--- config.mk ---
export PLATFORM = sky130hd
export DESIGN_NAME = ide_busmaster_dma
export DESIGN_NICKNAME = d
export VERILOG_FILES = /design/src/rtl/bmdma_pkg.sv /design/src/rtl/bmdma_datapath.sv /design/src/rtl/bmdma_ctrl.sv /design/src/rtl/ide_busmaster_dma.sv
export SDC_FILE = /design/constraint.sdc
export NUM_CORES = 1
export LEC_CHECK = 0
export ABC_AREA = 1
export BUFFER_PORTS_ARGS = -buffer_cell sky130_fd_sc_hd__buf_2
export CAP_MARGIN = 5
export CORE_MARGIN = 1
export CORE_UTILIZATION = 40
export CTS_CLUSTER_DIAMETER = 50
export CTS_CLUSTER_SIZE = 14
export DETAILED_ROUTE_END_ITERATION = 8
export PLACE_DENSITY = 0.66
export SKIP_LAST_GASP = 1
export SLEW_MARGIN = 30
export SYNTH_ARGS = -nofsm -noshare
export SYNTH_HDL_FRONTEND = slang
export SYNTH_SLANG_ARGS = --single-unit
--- constraint.sdc ---
create_clock -name clk -period 2.6 [get_ports clk]
set_input_delay 0.52 -clock clk [delete_from_list [all_inputs] [get_ports clk]]
set_output_delay 0.52 -clock clk [all_outputs]
set_load 0.03 [all_outputs]
--- src/rtl/bmdma_pkg.sv ---
package bmdma_pkg;
  localparam logic [2:0] OFF_CMD  = 3'd0;
  localparam logic [2:0] OFF_STAT = 3'd2;
  localparam logic [2:0] OFF_BASE = 3'd4;

  typedef struct packed {
    logic loadTable;
    logic nextEntry;
    logic fetchStep;
    logic wordStep;
    logic selData;
  } dpStrobe_t;

  typedef enum logic [2:0] {
    ST_IDLE, ST_FETCH, ST_XFER, ST_RDWAIT, ST_HOLD
  } engState_t;
endpackage

--- src/rtl/bmdma_datapath.sv ---
module bmdma_datapath
  import bmdma_pkg::*;
#(
  parameter int MAX_PRD = 16
) (
  input  logic        clk,
  input  logic        rstN,
  input  dpStrobe_t   strb,
  input  logic        baseWe,
  input  logic [29:0] baseWdata,
  input  logic [15:0] memRdata,
  input  logic [15:0] devData,
  output logic [31:0] prdBase,
  output logic [31:0] memAddr,
  output logic [15:0] memWdata,
  output logic [15:0] devWdata,
  output logic        fetchLast,
  output logic        remainLast,
  output logic        finalEntry
);
  localparam int ENT_W = (MAX_PRD > 1) ? $clog2(MAX_PRD) : 1;
  localparam logic [ENT_W-1:0] LAST_ENT = ENT_W'(MAX_PRD - 1);

  logic [31:0]      tablePtr, curAddr;
  logic [ENT_W-1:0] entryCnt;
  logic [2:0]       fetchIdx;
  logic [15:0]      half0, half1, half2;
  logic             eotFlag;
  logic [16:0]      remain;
  logic [15:0]      evenCount;
  logic [16:0]      regionBytes;

  assign evenCount   = half2 & 16'hfffe;
  assign regionBytes = (evenCount == 16'd0) ? 17'h10000 : {1'b0, evenCount};

  always_ff @(posedge clk) begin
    if (!rstN) begin
      prdBase  <= '0;
      tablePtr <= '0;
      entryCnt <= '0;
      fetchIdx <= '0;
      half0    <= '0;
      half1    <= '0;
      half2    <= '0;
      eotFlag  <= 1'b0;
      curAddr  <= '0;
      remain   <= '0;
    end else begin
      if (baseWe) prdBase <= {baseWdata, 2'b00};
      if (strb.loadTable) begin
        tablePtr <= prdBase;
        entryCnt <= '0;
        fetchIdx <= '0;
      end else if (strb.nextEntry) begin
        tablePtr <= tablePtr + 32'd8;
        entryCnt <= entryCnt + 1'b1;
        fetchIdx <= '0;
      end else if (strb.fetchStep) begin
        fetchIdx <= fetchIdx + 3'd1;
        case (fetchIdx)
          3'd1: half0 <= memRdata;
          3'd2: half1 <= memRdata;
          3'd3: half2 <= memRdata;
          3'd4: begin
            curAddr <= {half1, half0} & 32'hffff_fffe;
            remain  <= regionBytes;
            eotFlag <= memRdata[15];
          end
          default: ;
        endcase
      end else if (strb.wordStep) begin
        curAddr <= curAddr + 32'd2;
        remain  <= remain - 17'd2;
      end
    end
  end

  assign memAddr    = strb.selData ? curAddr : tablePtr + {28'd0, fetchIdx, 1'b0};
  assign memWdata   = devData;
  assign devWdata   = memRdata;
  assign fetchLast  = (fetchIdx == 3'd4);
  assign remainLast = (remain == 17'd2);
  assign finalEntry = eotFlag || (entryCnt == LAST_ENT);
endmodule

--- src/rtl/bmdma_ctrl.sv ---
module bmdma_ctrl
  import bmdma_pkg::*;
(
  input  logic       clk,
  input  logic       rstN,
  input  logic       regWe,
  input  logic [2:0] regAddr,
  input  logic [3:0] regWdata,
  input  logic       devReq,
  input  logic       devLast,
  input  logic       fetchLast,
  input  logic       remainLast,
  input  logic       finalEntry,
  output dpStrobe_t  strb,
  output logic       memRead,
  output logic       memWrite,
  output logic       devAck,
  output logic       startBit,
  output logic       dirBit,
  output logic       statActive,
  output logic       statErr,
  output logic       statIntr
);
  engState_t state, nxtState;
  logic cmdWr, statWr, startReq, stopReq;
  logic wordDone, setIntr, setErr, clrActive;

  assign cmdWr    = regWe && (regAddr == OFF_CMD);
  assign statWr   = regWe && (regAddr == OFF_STAT);
  assign startReq = cmdWr && regWdata[0] && !startBit;
  assign stopReq  = cmdWr && !regWdata[0] && startBit;

  always_comb begin
    strb      = '0;
    memRead   = 1'b0;
    memWrite  = 1'b0;
    devAck    = 1'b0;
    wordDone  = 1'b0;
    setIntr   = 1'b0;
    setErr    = 1'b0;
    clrActive = 1'b0;
    nxtState  = state;
    case (state)
      ST_FETCH: begin
        strb.fetchStep = 1'b1;
        memRead = !fetchLast;
        if (fetchLast) nxtState = ST_XFER;
      end
      ST_XFER: begin
        strb.selData = 1'b1;
        if (devReq) begin
          if (dirBit) begin
            devAck   = 1'b1;
            memWrite = 1'b1;
            wordDone = 1'b1;
          end else begin
            memRead  = 1'b1;
            nxtState = ST_RDWAIT;
          end
        end
      end
      ST_RDWAIT: begin
        strb.selData = 1'b1;
        devAck   = 1'b1;
        wordDone = 1'b1;
        nxtState = ST_XFER;
      end
      default: ;
    endcase
    if (wordDone) begin
      strb.wordStep = 1'b1;
      if (devLast) begin
        setIntr = 1'b1;
        if (remainLast && finalEntry) begin
          clrActive = 1'b1;
          nxtState  = ST_IDLE;
        end else begin
          nxtState = ST_HOLD;
        end
      end else if (remainLast) begin
        if (finalEntry) begin
          setErr    = 1'b1;
          clrActive = 1'b1;
          nxtState  = ST_IDLE;
        end else begin
          strb.nextEntry = 1'b1;
          nxtState = ST_FETCH;
        end
      end
    end
    if (stopReq) begin
      strb     = '0;
      memRead  = 1'b0;
      memWrite = 1'b0;
      devAck   = 1'b0;
      setIntr  = 1'b0;
      setErr   = 1'b0;
      nxtState = ST_IDLE;
    end else if (startReq) begin
      strb.loadTable = 1'b1;
      nxtState = ST_FETCH;
    end
  end

  always_ff @(posedge clk) begin
    if (!rstN) begin
      state      <= ST_IDLE;
      startBit   <= 1'b0;
      dirBit     <= 1'b0;
      statActive <= 1'b0;
      statErr    <= 1'b0;
      statIntr   <= 1'b0;
    end else begin
      state <= nxtState;
      if (cmdWr) startBit <= regWdata[0];
      if (startReq) dirBit <= regWdata[3];
      if (startReq) statActive <= 1'b1;
      else if (stopReq || clrActive) statActive <= 1'b0;
      if (setIntr) statIntr <= 1'b1;
      else if (statWr && regWdata[2]) statIntr <= 1'b0;
      if (setErr) statErr <= 1'b1;
      else if (statWr && regWdata[1]) statErr <= 1'b0;
    end
  end
endmodule

--- src/rtl/ide_busmaster_dma.sv ---
module ide_busmaster_dma
  import bmdma_pkg::*;
#(
  parameter int MAX_PRD = 16
) (
  input  logic        clk,
  input  logic        rstN,
  input  logic        regWe,
  input  logic [2:0]  regAddr,
  input  logic [31:0] regWdata,
  output logic [31:0] regRdata,
  output logic        memRead,
  output logic        memWrite,
  output logic [31:0] memAddr,
  output logic [15:0] memWdata,
  input  logic [15:0] memRdata,
  input  logic        devReq,
  input  logic        devLast,
  input  logic [15:0] devData,
  output logic        devAck,
  output logic [15:0] devWdata
);
  dpStrobe_t   strb;
  logic        fetchLast, remainLast, finalEntry;
  logic        startBit, dirBit, statActive, statErr, statIntr;
  logic [31:0] prdBase;

  bmdma_ctrl u_ctrl (
    .clk(clk), .rstN(rstN), .regWe(regWe), .regAddr(regAddr),
    .regWdata(regWdata[3:0]), .devReq(devReq), .devLast(devLast),
    .fetchLast(fetchLast), .remainLast(remainLast), .finalEntry(finalEntry),
    .strb(strb), .memRead(memRead), .memWrite(memWrite), .devAck(devAck),
    .startBit(startBit), .dirBit(dirBit), .statActive(statActive),
    .statErr(statErr), .statIntr(statIntr)
  );

  bmdma_datapath #(.MAX_PRD(MAX_PRD)) u_dp (
    .clk(clk), .rstN(rstN), .strb(strb),
    .baseWe(regWe && (regAddr == OFF_BASE)), .baseWdata(regWdata[31:2]),
    .memRdata(memRdata), .devData(devData), .prdBase(prdBase),
    .memAddr(memAddr), .memWdata(memWdata), .devWdata(devWdata),
    .fetchLast(fetchLast), .remainLast(remainLast), .finalEntry(finalEntry)
  );

  always_comb begin
    case (regAddr)
      OFF_CMD:  regRdata = {28'd0, dirBit, 2'b00, startBit};
      OFF_STAT: regRdata = {29'd0, statIntr, statErr, statActive};
      OFF_BASE: regRdata = prdBase;
      default:  regRdata = 32'd0;
    endcase
  end
endmodule

* Yosys cells after proc, flatten, opt, wreduce, memory -nomap -nowiden *
Cells that the tools add are included.
W data, S select, Z words.

cells by class
  add/sub/neg operators = 6
  equal/unequal tests = 12
  mux-type cells = 58
  bitwise operators = 3
  reduce and logical (&&, ||, !) cells = 32

operators by type and width
  operator                 count
  $mux W32                 6
  $pmux W32 S3             1
  $mux W17                 4
  $mux W1                  36
  $add A32 B2 Y32 const B  1
  $add A32 B4 Y32          1
  $add A32 B4 Y32 const B  1
  $mux W3                  7
  $reduce_and A4 Y1        5
  $eq A17 B2 Y1 const B    1
  $sub A17 B2 Y17 const B  1
  $logic_not A16 Y1        1
  $eq A3 B2 Y1 const B     5
  $logic_and A1 B1 Y1      10
  $reduce_bool A2 Y1       5
  $pmux W3 S3              1
  $eq A3 B1 Y1 const B     2
  $eq A3 B3 Y1 const B     2
  $reduce_or A2 Y1         3
  $reduce_or A3 Y1         2
  $add A4 B1 Y4 const B    1
  $eq A4 B4 Y1 const B     1
  $mux W4                  1
  $pmux W1 S2              2
  6 further kinds          11

storage, ports and cells
  bits in registers = 175
  input bits = 72
  output and inout port bits = 99
  word-level logic and storage cells = 128

* Depth between registers and ports, before layout *
Gate-level depths: netlist of the first run.

  depth after elaboration = 9
  mapped depth = 13
  depth with buffers taken out = 12

* By module *
Synthesis of the first run repeated with hierarchy kept, for this count alone.

unflattened totals
  cells, all modules = 1655
  area, all modules = 10466.3 um^2

modules (own cells, without submodules)
  module             instances  cells an instance  area each (um^2)  sequential area each (um^2)
  bmdma_datapath     1          1498               9507.9            3223.1
  bmdma_ctrl         1          79                 543.0             160.2
  ide_busmaster_dma  1          78                 415.4             0.0

* Worst setup path after synthesis of the first run *
No wires, ideal clock.

  kind = reg-to-output
  start point = reg u_dp.fetchIdx[1]
  end point = out memAddr[11]
  arrival = 2.227 ns
  data required time = 2.080 ns
  slack = -0.147 ns
  cell stages (with the launch flop) = 10
  buffers on the path = 0
  cells stage by stage = dfxtp_1 > inv_1 > fa_1 > inv_1 > nand2_1 > nand2_1 > nand3_1 > nor2_1 > xnor2_1 > o21ai_0

on the way
  word-level cells in the longest chain between the ends = 2

ends and longest elaborated chain
  element                 RTL line                 text
  start, declared         bmdma_datapath.sv:26     logic [2:0] fetchIdx;
  start signal, assigned  bmdma_datapath.sv:59     fetchIdx <= fetchIdx + 3'd1;
  $add A32 B4 Y32         bmdma_datapath.sv:78     assign memAddr = strb.selData ? curAddr : tablePtr + {28'd0, fetchIdx, 1'b0};
  $mux W32                bmdma_datapath.sv:78
  end, declared           ide_busmaster_dma.sv:14  output logic [31:0] memAddr,

Every way passes these cells.

* Worst setup path after layout of the first run *
  start point = reg u_dp.tablePtr[2]
  end point = out memAddr[31]

on the way
  word-level cells in the longest chain between the ends = 2

ends and longest elaborated chain
  element                 RTL line              text
  start, declared         bmdma_datapath.sv:24  logic [31:0] tablePtr, curAddr;
  start signal, assigned  bmdma_datapath.sv:51  tablePtr <= prdBase;
  start signal, assigned  bmdma_datapath.sv:55  tablePtr <= tablePtr + 32'd8;
  $add A32 B4 Y32         bmdma_datapath.sv:78
  $mux W32                bmdma_datapath.sv:78

Every way passes these cells.

==> results of run 1 <==
## metrics by stage
step	setup WS [ns]	hold WS, ns
2_1_floorplan	0.0261	0.444
3_3_place_gp	-0.0403	0.454
3_5_place_dp	-0.0810	0.465
4_1_cts	-0.257	0.327
5_1_grt	-0.322	0.340
6_report	-0.194	0.340
## routing by layer
layer  vias up  track usage  share of wire
li1       6037            -              -
met3        34       0.0308          0.052
met1      5442        0.351           0.47
met5         -            0              0
met4         0       0.0617          0.012
met2       282        0.423           0.46
## power breakdown
part | switching [uW] | leakage, uW | total, uW | internal (uW)
registers | 148 | 0.00138 | 2850 | 2710
logic | 837 | 0.00455 | 1280 | 446
clock network | 1210 | 0.000282 | 2580 | 1370
## Yosys cell counts
cell type  count
o22ai_1        3
xor2_1        35
nand4_2        1
nand3b_1      14
conb_1         2
nand2_4        1
nand4_1        8
or2_2          4
nor2_2         3
buf_1          1
nand3_2        2
o21ai_0      109
and2_1         1
o21bai_1       1
buf_2         21
ha_1          11
a21oi_1       67
nand2_2        4
buf_4         40
nor2_1       384
dfxtp_1      169
o211ai_1       1
inv_2          4
a31oi_1        3
nand3_1      122
nor3_1         8
nand2_1      624
inv_1        198
buf_6          9
xnor2_1        7
nor2_4         4
fa_1           1
clkbuf_1      42
## state kept, by name, summed over array words and instances (netlist names)
register	count
u_dp.half2	15
u_ctrl.dirBit	1
u_dp.half1	16
u_ctrl.statIntr	1
u_ctrl.startBit	1
u_dp.prdBase	30
u_dp.eotFlag	1
u_dp.remain	16
u_ctrl.state	3
u_dp.fetchIdx	3
u_dp.entryCnt	4
u_dp.half0	15
u_ctrl.statActive	1
u_dp.curAddr	31
u_dp.tablePtr	30
u_ctrl.statErr	1
## how the worst max path moves through the flow
stage	from	end	depth (start not counted)
floorplan	u_dp.fetchIdx[1]	memAddr[7]	8
global placement	u_dp.fetchIdx[1]	memAddr[31]	12
detailed placement	u_dp.fetchIdx[1]	memAddr[31]	12
CTS	u_dp.tablePtr[2]	memAddr[31]	13
global route	u_dp.tablePtr[2]	memAddr[23]	12
finish	u_dp.tablePtr[2]	memAddr[31]	13
## cell usage in the layout (no fill, tap or decap), drive strengths merged
cell and n:
dfxtp 169, nand3b 14, buf 206, nor2 391
inv 207, clkinv 5, or2 4, nor3 8
clkinvlp 5, ha 11, o22ai 3, nand3 124
o21ai 109, clkbuf 18, nand4 9, xor2 35
a21oi 67, bufinv 1, xnor2 7, o21bai 1
o211ai 1, nand2 629, conb 2, fa 1
a31oi 3, and2 1
## final cells by class
type	count	area, um2
repair buffers	206	1380
repair inverters	2	15.0
well taps	341	427
clock buffers	18	439
clock inverters	14	139
inverters	202	762
multi-input cells	1420	6500
flip-flops and latches	169	3410
fillers	2835	13900
## critical path, delay by kind of cell (launching register included)
family	cells	cell delay [ns]
AOI/OAI and AO/OA	1	0.07
xor gates and xnor gates	1	0.13
adders and majority gates	1	0.35
buffers and inverters	4	0.46
DFF	1	0.33
and+or+nand+nor	6	0.49
## cells by family (layout without fill, tap and decap cells)
group                    Yosys count  after routing  synth area share
AO/OA/AOI/OAI                    184            184            0.0846
XOR/XNOR                          42             42            0.0334
adder cells (fa/ha/maj)           12             12            0.0143
buffers and inverters            315            442             0.129
flip-flops                       169            169             0.307
other                              2              2          0.000681
AND/OR/NAND/NOR                 1180           1180             0.431
## repair_timing
item / CTS / global route
gates cloned: 1 / 1
setup buffers: 8 / 3
gates resized for setup: 98 / 43
setup endpoints to repair: 31 / 31
pin swaps: 11 / 9
==> metrics, run 1 <==
cell at the slowest stage of the critical path fa_2; Initial Utilization 0.408; Row Count 60; Clock Path Buffers 2; min Tclk post-route 2.79 ns; WP data required 2.08 ns; ANT cells 0; Layout Nets 2,102; count of hold-fix buffers inserted at cts 0; DRC viols 0; latest clock arrival within the worst-skew pair 0.43 ns; fin crit share 1.07; Clock Skew 0.00987 ns; setup TNS -2.26 ns; CP Launch Type flop; data arrival time of the critical path 2.27 ns; post-DP HPWL 26,200 um; total of max-cap violations 0; Placed Cells 2,328; first-pass GRT wire length 57,200 um; clk sinks 169; final wirelength 35,800 um; drt via density 4.97; Power, Total 6720 uW; synthesized area per cell 5.79 um2; status finished, violations left; Hold EP u_dp.half1[0]; Slew Viols, Final 0; share of cells above drive strength 1 0.162; number of global-route vias before repair 10.9k; WL per Instance 15.1 um; Ys Warns 0; Hold Fails Final Rpt 0; Slew @ Worst Pin 0.670 ns; Layout Utilization 0.484; Net Count, Synth 1,988; Post-DP Area 12,000 um2; Yosys top cell by area dfxtp_1; share of Yosys cell area claimed by the top area cell type 0.307; Post-Syn Area 11,000 um2; synthesized flop and latch total 169; PortBufs 137; Core Box Area 27,000 um2; largest net degree at the start of global routing 75; final setup fails 20; critical path type flop to output pin; post-route insts no fill 2,372; crit-path max cell delay 0.35 ns; setup ws final -0.194 ns; cell breakdown of the critical path inv_2 -> fa_2 -> inv_2 -> nand2_4 -> nand2_4 -> nand4_1 -> buf_6 -> nor2_4 -> nand2_1 -> xor2_1 -> nand2_1 -> o21ai_1 -> buf_4; r2r worst-path depth 11; Fmax 358 MHz; Root Driver clkbuf_16; Slew HR 0.553; WHS Path Cells 3; total global routing overflow 0; Worst-path clk slew 0.07 ns; RePlAce Congestion 0.960; critical path capture point type output pin; DRT Pass-1 Iters 5; Die X 168 um; CTS buffer count 17; synth top area cells dfxtp_1, nand2_1, nor2_1; gr usage total 0.255; critical path peak fanout 3; pwr/cell area 514 nW/um2; Die Y-Extent 168 um; Hold Path Origin memRdata[0]; TritonCTS clock tree yes; H-tree levels 4; antenna violations before repair 0; I/O Pins 171; Netlist cell types 33; flop-to-flop setup slack 0.41 ns; final instance area 13,100 um2; Vias 11.8k; Synth Instances 1,904; Hold Crit Class primary input to flop; Max rail drop VDD 0.480 mV; number of routed nets with antenna violations 0; Initial DRC Count 979; RR Endpoint u_dp.tablePtr[21]; synthesis-to-finish area growth 18.6%; RSZ-0062 raised after global routing true; failing checks setup timing; FF-to-FF Start u_dp.tablePtr[4]; Die ar. 28,200 um2; post-synthesis sequential area ratio 0.307; Leak Pwr 0.00621 uW
Note: power is estimated with default switching activity, not from simulation.
==> inputs of run 2 (changes only) <==
==> constraint.sdc (replaced) <==
create_clock -name clk -period 3 [get_ports clk]
set_input_delay 0.6 -clock clk [delete_from_list [all_inputs] [get_ports clk]]
set_output_delay 0.6 -clock clk [all_outputs]
set_load 0.03 [all_outputs]
==> run 2 against run 1 <==
  * The run now ends clean
  * Critical endpoint is now memAddr[23]
  * Largest power group unchanged
  * Sequential power down 13%
  * Sequential share of layout area up 1.1 points
  * Hold slack better by 0.060 ns
  * Clock power down 13%
  * Die area unchanged
==> metrics, run 2 (same netlist as run 1, synthesis figures left out) <==
status completed; Power, Total 5820 uW (-13%); Vias 11.7k (-0.71%); Slew HR 0.445 (-0.109); critical path type flop to output pin; cell breakdown of the critical path inv_2 -> fa_2 -> inv_1 -> nand2_1 -> nand2_2 -> nand4_1 -> buf_6 -> nor3_4 -> xor2_1 -> nand2_1 -> o21ai_0 -> buf_4; CP Depth 12 (-1); Layout Nets 2,059 (-2.0%); commonest non-fill, non-tap cell in the layout nand2_1; drt via density 5.03 (+1.1%); RePlAce Congestion 1.01 (+5.2%); buffers plus inverters on the worst setup path 4 (unchanged); Initial DRC Count 993 (+1.4%); H-tree levels 4 (unchanged); Crit path max-delay family simple AND/OR/NAND/NOR gates; Fmax 335 MHz; crit-path max cell delay 0.37 ns (+0.02 ns); Worst Setup SP u_dp.fetchIdx[1]; final setup fails 0 (-100%); Slew Viols, Final 0 (unchanged); total global routing overflow 0 (unchanged); I/O Pins 171 (unchanged); pwr/cell area 465 nW/um2 (-9.5%); data arrival time of the critical path 2.39 ns (+0.12 ns); clk sinks 169 (unchanged); Largest register FFs 31 (unchanged); WHS Path Cells 3 (unchanged); Core Box Area 27,000 um2 (unchanged); Max rail drop VDD 0.337 mV (-30%); count of hold-fix buffers inserted at cts 0 (unchanged); Hold Path Origin memRdata[0]; synthesis-to-finish area growth 13.4%; number of routed nets with antenna violations 0 (unchanged); DRT Pass-1 Iters 5 (unchanged); setup ws final 0.0125 ns (+0.206 ns); cell at the slowest stage of the critical path fa_2; WP data required 2.40 ns (+0.32 ns); worst slack, placed 0.246 ns (+0.327 ns); Die Y-Extent 168 um (unchanged); largest net degree at the start of global routing 61 (-19%); first-pass GRT wire length 54,900 um (-4.1%); hold_ws 0.400 ns (+0.0601 ns); share of cells above drive strength 1 0.131 (-0.0307); Leak Pwr 0.00585 uW (-5.7%); RSZ-0062 raised after global routing true; ANT cells 0 (unchanged); fin crit share 0.996; antenna violations before repair 0 (unchanged); Largest Register u_dp.curAddr; CP Launch Type flop; latest clock arrival within the worst-skew pair 0.44 ns (about the same); fill cell instance count of the final layout 2,916 (+2.9%); final wirelength 35,400 um (-1.3%); Top Registers u_dp.curAddr x31, u_dp.prdBase x30, u_dp.tablePtr x30; r2r worst-path depth 11 (unchanged); Clock Path Buffers 2 (unchanged); total of max-cap violations 0 (unchanged); critical path peak fanout 3 (unchanged); Initial Utilization 0.408 (unchanged); CTS buffer count 17 (unchanged); critical path capture point type output pin; gr usage total 0.247 (-0.00777); Hold Fails Final Rpt 0 (unchanged); DRC viols 0 (unchanged); Die ar. 28,200 um2 (unchanged); min Tclk post-route 2.99 ns; TritonCTS clock tree yes; number of global-route vias before repair 10.5k (-4.1%); WL per Instance 15.2 um (+0.56%); most frequent cells in the layout nand2_1, nor2_1, inv_1, dfxtp_1, buf_2; Root Driver clkbuf_16; Hold Crit Class primary input to flop; Worst-path clk slew 0.07 ns (about the same); Row Count 60 (unchanged); Die X 168 um (unchanged); Clock Skew 0.0154 ns (+0.00551 ns); Slew @ Worst Pin 0.832 ns (+0.162 ns); PortBufs 137 (unchanged); post-DP HPWL 25,900 um (-1.1%); setup TNS 0 ns (+2.26 ns); FF-to-FF Start u_dp.curAddr[2]; crit-path most repeated cell nand2_1
## run 2: cell type report
cell class	instances	area (um2)	area share
flip-flops and latches	169	3390	0.271
well taps	341	427	0.0341
inverters	202	762	0.0609
clock buffers	21	470	0.0376
repair buffers	164	956	0.0764
repair inverters	1	7.51	0.000600
multi-input cells	1420	6380	0.510
clock inverters	11	111	0.00890
## run 2: final timing paths
kind | to | slack [ns]
min reg2reg | u_dp.prdBase[22] | 0.47
min | u_dp.half1[0] | 0.40
max reg2reg | u_dp.curAddr[13] | 0.80
max | memAddr[23] | 0.01
## run 2: power by group
group	internal (uW)	switching, uW	total [uW]
sequential	2350	134	2480
combinational	374	721	1100
clock	1220	1020	2240
## run 2: what timing repair did
item	CTS	global route
hold endpoints to repair	0	0
cloned	0	1
setup buffers	2	1
endpoints found under the setup margin	18	30
resized for setup	30	39
pin swaps	1	5
## run 2: metal layers
| layer | wire, um | up-vias | GRT usage |
|---|---|---|---|
| met2 | 16200 | 322 | 0.402 |
| met5 | 0 | - | 0 |
| li1 | - | 5964 | - |
| met4 | 875 | 0 | 0.0838 |
| met1 | 16200 | 5368 | 0.329 |
| met3 | 2060 | 57 | 0.0435 |
## run 2: worst register-to-register path, cell delays in order (launching register included)
cell     delay, ns
dfxtp_1       0.50
ha_1          0.25
nand2_1       0.08
nor2_1        0.33
nand2_1       0.26
nor2_1        0.25
nand2_1       0.08
nand3_1       0.11
nand2_1       0.06
nand3_1       0.07
nand2_1       0.05
nor2_1        0.10
## run 2: per-stage QoR
step / instances / utilization / instance area, um2
final: 2329 / 0.463 / 12500
after global routing: 2329 / 0.463 / 12500
after CTS: 2327 / 0.458 / 12400
after detailed placement: 2293 / 0.432 / 11700
after global placement: 2293 / 0.432 / 11700
after floorplan: 1904 / - / 11000
==> inputs of run 3 (changes only) <==
--- a/config.mk
+++ b/config.mk
@@ -18,4 +18,5 @@
 export SLEW_MARGIN = 30
 export SYNTH_ARGS = -nofsm -noshare
 export SYNTH_HDL_FRONTEND = slang
+export SYNTH_HIERARCHICAL = 1
 export SYNTH_SLANG_ARGS = --single-unit
==> run 3 against run 2 <==
  * Via count down 6.6%
  * Final cell count down 10%
  * Setup slack better by 0.069 ns
  * Power down 0.44%
  * Critical path depth down 4
  * First-iteration DRC count down 5.9%
  * Non-clock buffer count up 13
  * Sequential share of layout area up 0.85 points
  * Critical endpoint is now memAddr[21]
==> metrics, run 3 <==
data arrival time of the critical path 2.32 ns (-0.07 ns); Ys Warns 6 (+6); EDFF count, synth 0 (unchanged); WL per Instance 16.0 um (+5.6%); Post-DP Area 11,300 um2 (-3.3%); pwr/cell area 477 nW/um2 (+2.5%); TritonCTS clock tree yes; top-count cell post-synth nand2_1; I/O Pins 171 (unchanged); post-DP HPWL 24,900 um (-3.6%); Yosys top cell by area dfxtp_1; DRT Pass-1 Iters 7 (+2); WHS Path Cells 3 (unchanged); critical path type flop to output pin; share of cells above drive strength 1 0.179 (+0.0473); PortBufs 137 (unchanged); Root Driver clkbuf_16; min Tclk post-route 2.92 ns (-0.0687 ns); final instance area 12,100 um2 (-2.9%); gr usage total 0.251 (+0.00357); hold_ws 0.381 ns (-0.0198 ns); Largest register FFs 31 (unchanged); post-synthesis sequential area ratio 0.323 (+0.0165); Placed Cells 2,050 (-11%); Slew @ Worst Pin 0.934 ns (+0.102 ns); setup TNS 0 ns (unchanged); count of hold-fix buffers inserted at cts 0 (unchanged); synth top area cells dfxtp_1, nand2_1, nor2_1; Netlist cell types 47 (+42%); Worst-path clk slew 0.08 ns (about the same); DRC viols 0 (unchanged); Hold Crit Class primary input to flop; Core Box Area 25,400 um2 (-6.0%); Slew HR 0.376 (-0.0683); Die X 164 um (-2.6%); Layout Nets 1,829 (-11%); WP data required 2.40 ns (about the same); critical path peak fanout 5 (+2); FF-to-FF Start u_dp/remain[4]; status completed; flop-to-flop setup slack 0.29 ns (-0.51 ns); Top Registers u_dp/curAddr x31, u_dp/prdBase x30, u_dp/tablePtr x30; final wirelength 33,500 um (-5.3%); Hold Path Origin regWdata[19]; Row Count 58 (-3.3%); clk sinks 169 (unchanged); Synth Instances 1,655 (-13%); ANT cells 0 (unchanged); synthesis-to-finish area growth 16.1%; drt via density 5.24 (+4.2%); Slew Viols, Final 0 (unchanged); first-pass GRT wire length 52,400 um (-4.5%); Max rail drop VDD 0.389 mV (+15%); Hold Fails Final Rpt 0 (unchanged); Post-Syn Area 10,500 um2 (-5.1%); top cells by count, synth nand2_1, nor2_1, dfxtp_1; Initial Utilization 0.412 (+0.00397); number of global-route vias before repair 9,830 (-6.1%); Largest Register u_dp/curAddr; share of Yosys cell area claimed by the top area cell type 0.323 (+0.0165); Clock Skew 0.0103 ns (-0.00509 ns); post-route insts no fill 2,088 (-10%); CTS buffer count 17 (unchanged); CP Launch Type flop; Initial DRC Count 934 (-5.9%); asr flop ratio synth 0 (unchanged); H-tree levels 4 (unchanged); total global routing overflow 0 (unchanged); total of max-cap violations 0 (unchanged); synthesized flop and latch total 169 (unchanged); most frequent cells in the layout nand2_1, nor2_1, inv_1, dfxtp_1, o21ai_0; RePlAce Congestion 0.967 (-4.2%); Primary FF master, synth dfxtp_1; largest net degree at the start of global routing 129 (+110%); synthesized area per cell 6.32 um2 (+9.2%); antenna violations before repair 0 (unchanged); Die Y-Extent 164 um (-2.6%); r2r worst-path depth 16 (+5); Clock Path Buffers 2 (unchanged); Layout Utilization 0.478 (+0.0154); Fmax 343 MHz (+2.4%); latest clock arrival within the worst-skew pair 0.44 ns (about the same); critical path capture point type output pin; Leak Pwr 0.00512 uW (-12%); Hold EP u_dp/prdBase[19]; fin crit share 0.973 (-0.0229); number of routed nets with antenna violations 0 (unchanged); RR Endpoint u_dp/tablePtr[10]; final setup fails 0 (unchanged); commonest non-fill, non-tap cell in the layout nand2_1; Vias 10.9k (-6.6%); Die ar. 26,800 um2 (-5.0%)
run 3: per-stage QoR:
stage	total power (uW)	setup WS (ns)
2_1_floorplan	3170	0.219
3_3_place_gp	3390	0.173
3_5_place_dp	3400	0.147
4_1_cts	5810	-0.0146
5_1_grt	6060	-0.0112
6_report	5790	0.0812
run 3: cell type report:
cell class / instances / area, um2
clock buffer: 17 / 425
clock inverter: 15 / 229
fill: 2684 / 13300
inverter: 175 / 659
multi-input combinational: 1205 / 5960
sequential: 169 / 3400
tap: 330 / 413
timing repair buffer: 177 / 1060
run 3: cell families after synthesis:
kind of cell,Yosys count,synth area share
XOR/XNOR,26,0.0218
adder cells (fa/ha/maj),12,0.0151
flip-flops,169,0.323
other,2,0.000718
AND/OR/NAND/NOR,818,0.345
buffers and inverters,283,0.119
AO/OA/AOI/OAI,345,0.175
run 3: routing by layer:
layer  part of all wire  routed length (um)  track usage  vias up
li1                   -                   -            -     5478
met1               0.46               15300        0.340     5032
met2               0.45               15100        0.397      380
met3              0.069                2310       0.0432       51
met4              0.023                 765       0.0901        0
met5                  0                   0            0        -
run 3: how the worst max path moves through the flow:
stage,from,to,slack [ns]
2_1_floorplan,regAddr[0],memAddr[2],0.22
3_3_place_gp,u_dp/remain[4],u_dp/tablePtr[10],0.17
3_5_place_dp,u_dp/remain[4],u_dp/tablePtr[10],0.15
4_1_cts,u_dp/fetchIdx[2],memAddr[10],-0.01
5_1_grt,u_dp/fetchIdx[1],memAddr[19],-0.01
6_report,u_dp/tablePtr[7],memAddr[21],0.08
run 3: power by group:
group | internal [uW] | switching, uW | total, uW
combinational | 306 | 629 | 934
sequential | 2330 | 114 | 2450
clock | 1300 | 1110 | 2410
total | 3930 | 1860 | 5790
run 3: critical path: stages (launching register included):
cell     delay, ns
dfxtp_2       0.44
nand2_1       0.22
nor2_2        0.20
nand2_2       0.09
nor2_2        0.21
nand2_1       0.09
xor2_1        0.16
o21ai_1       0.22
buf_2         0.25
run 3: repair_timing:
item,4_1_cts,5_1_grt
pin swaps,3,9
buffers inserted,2,4
setup endpoints to repair,16,64
resized for setup,13,39
gates cloned,0,0
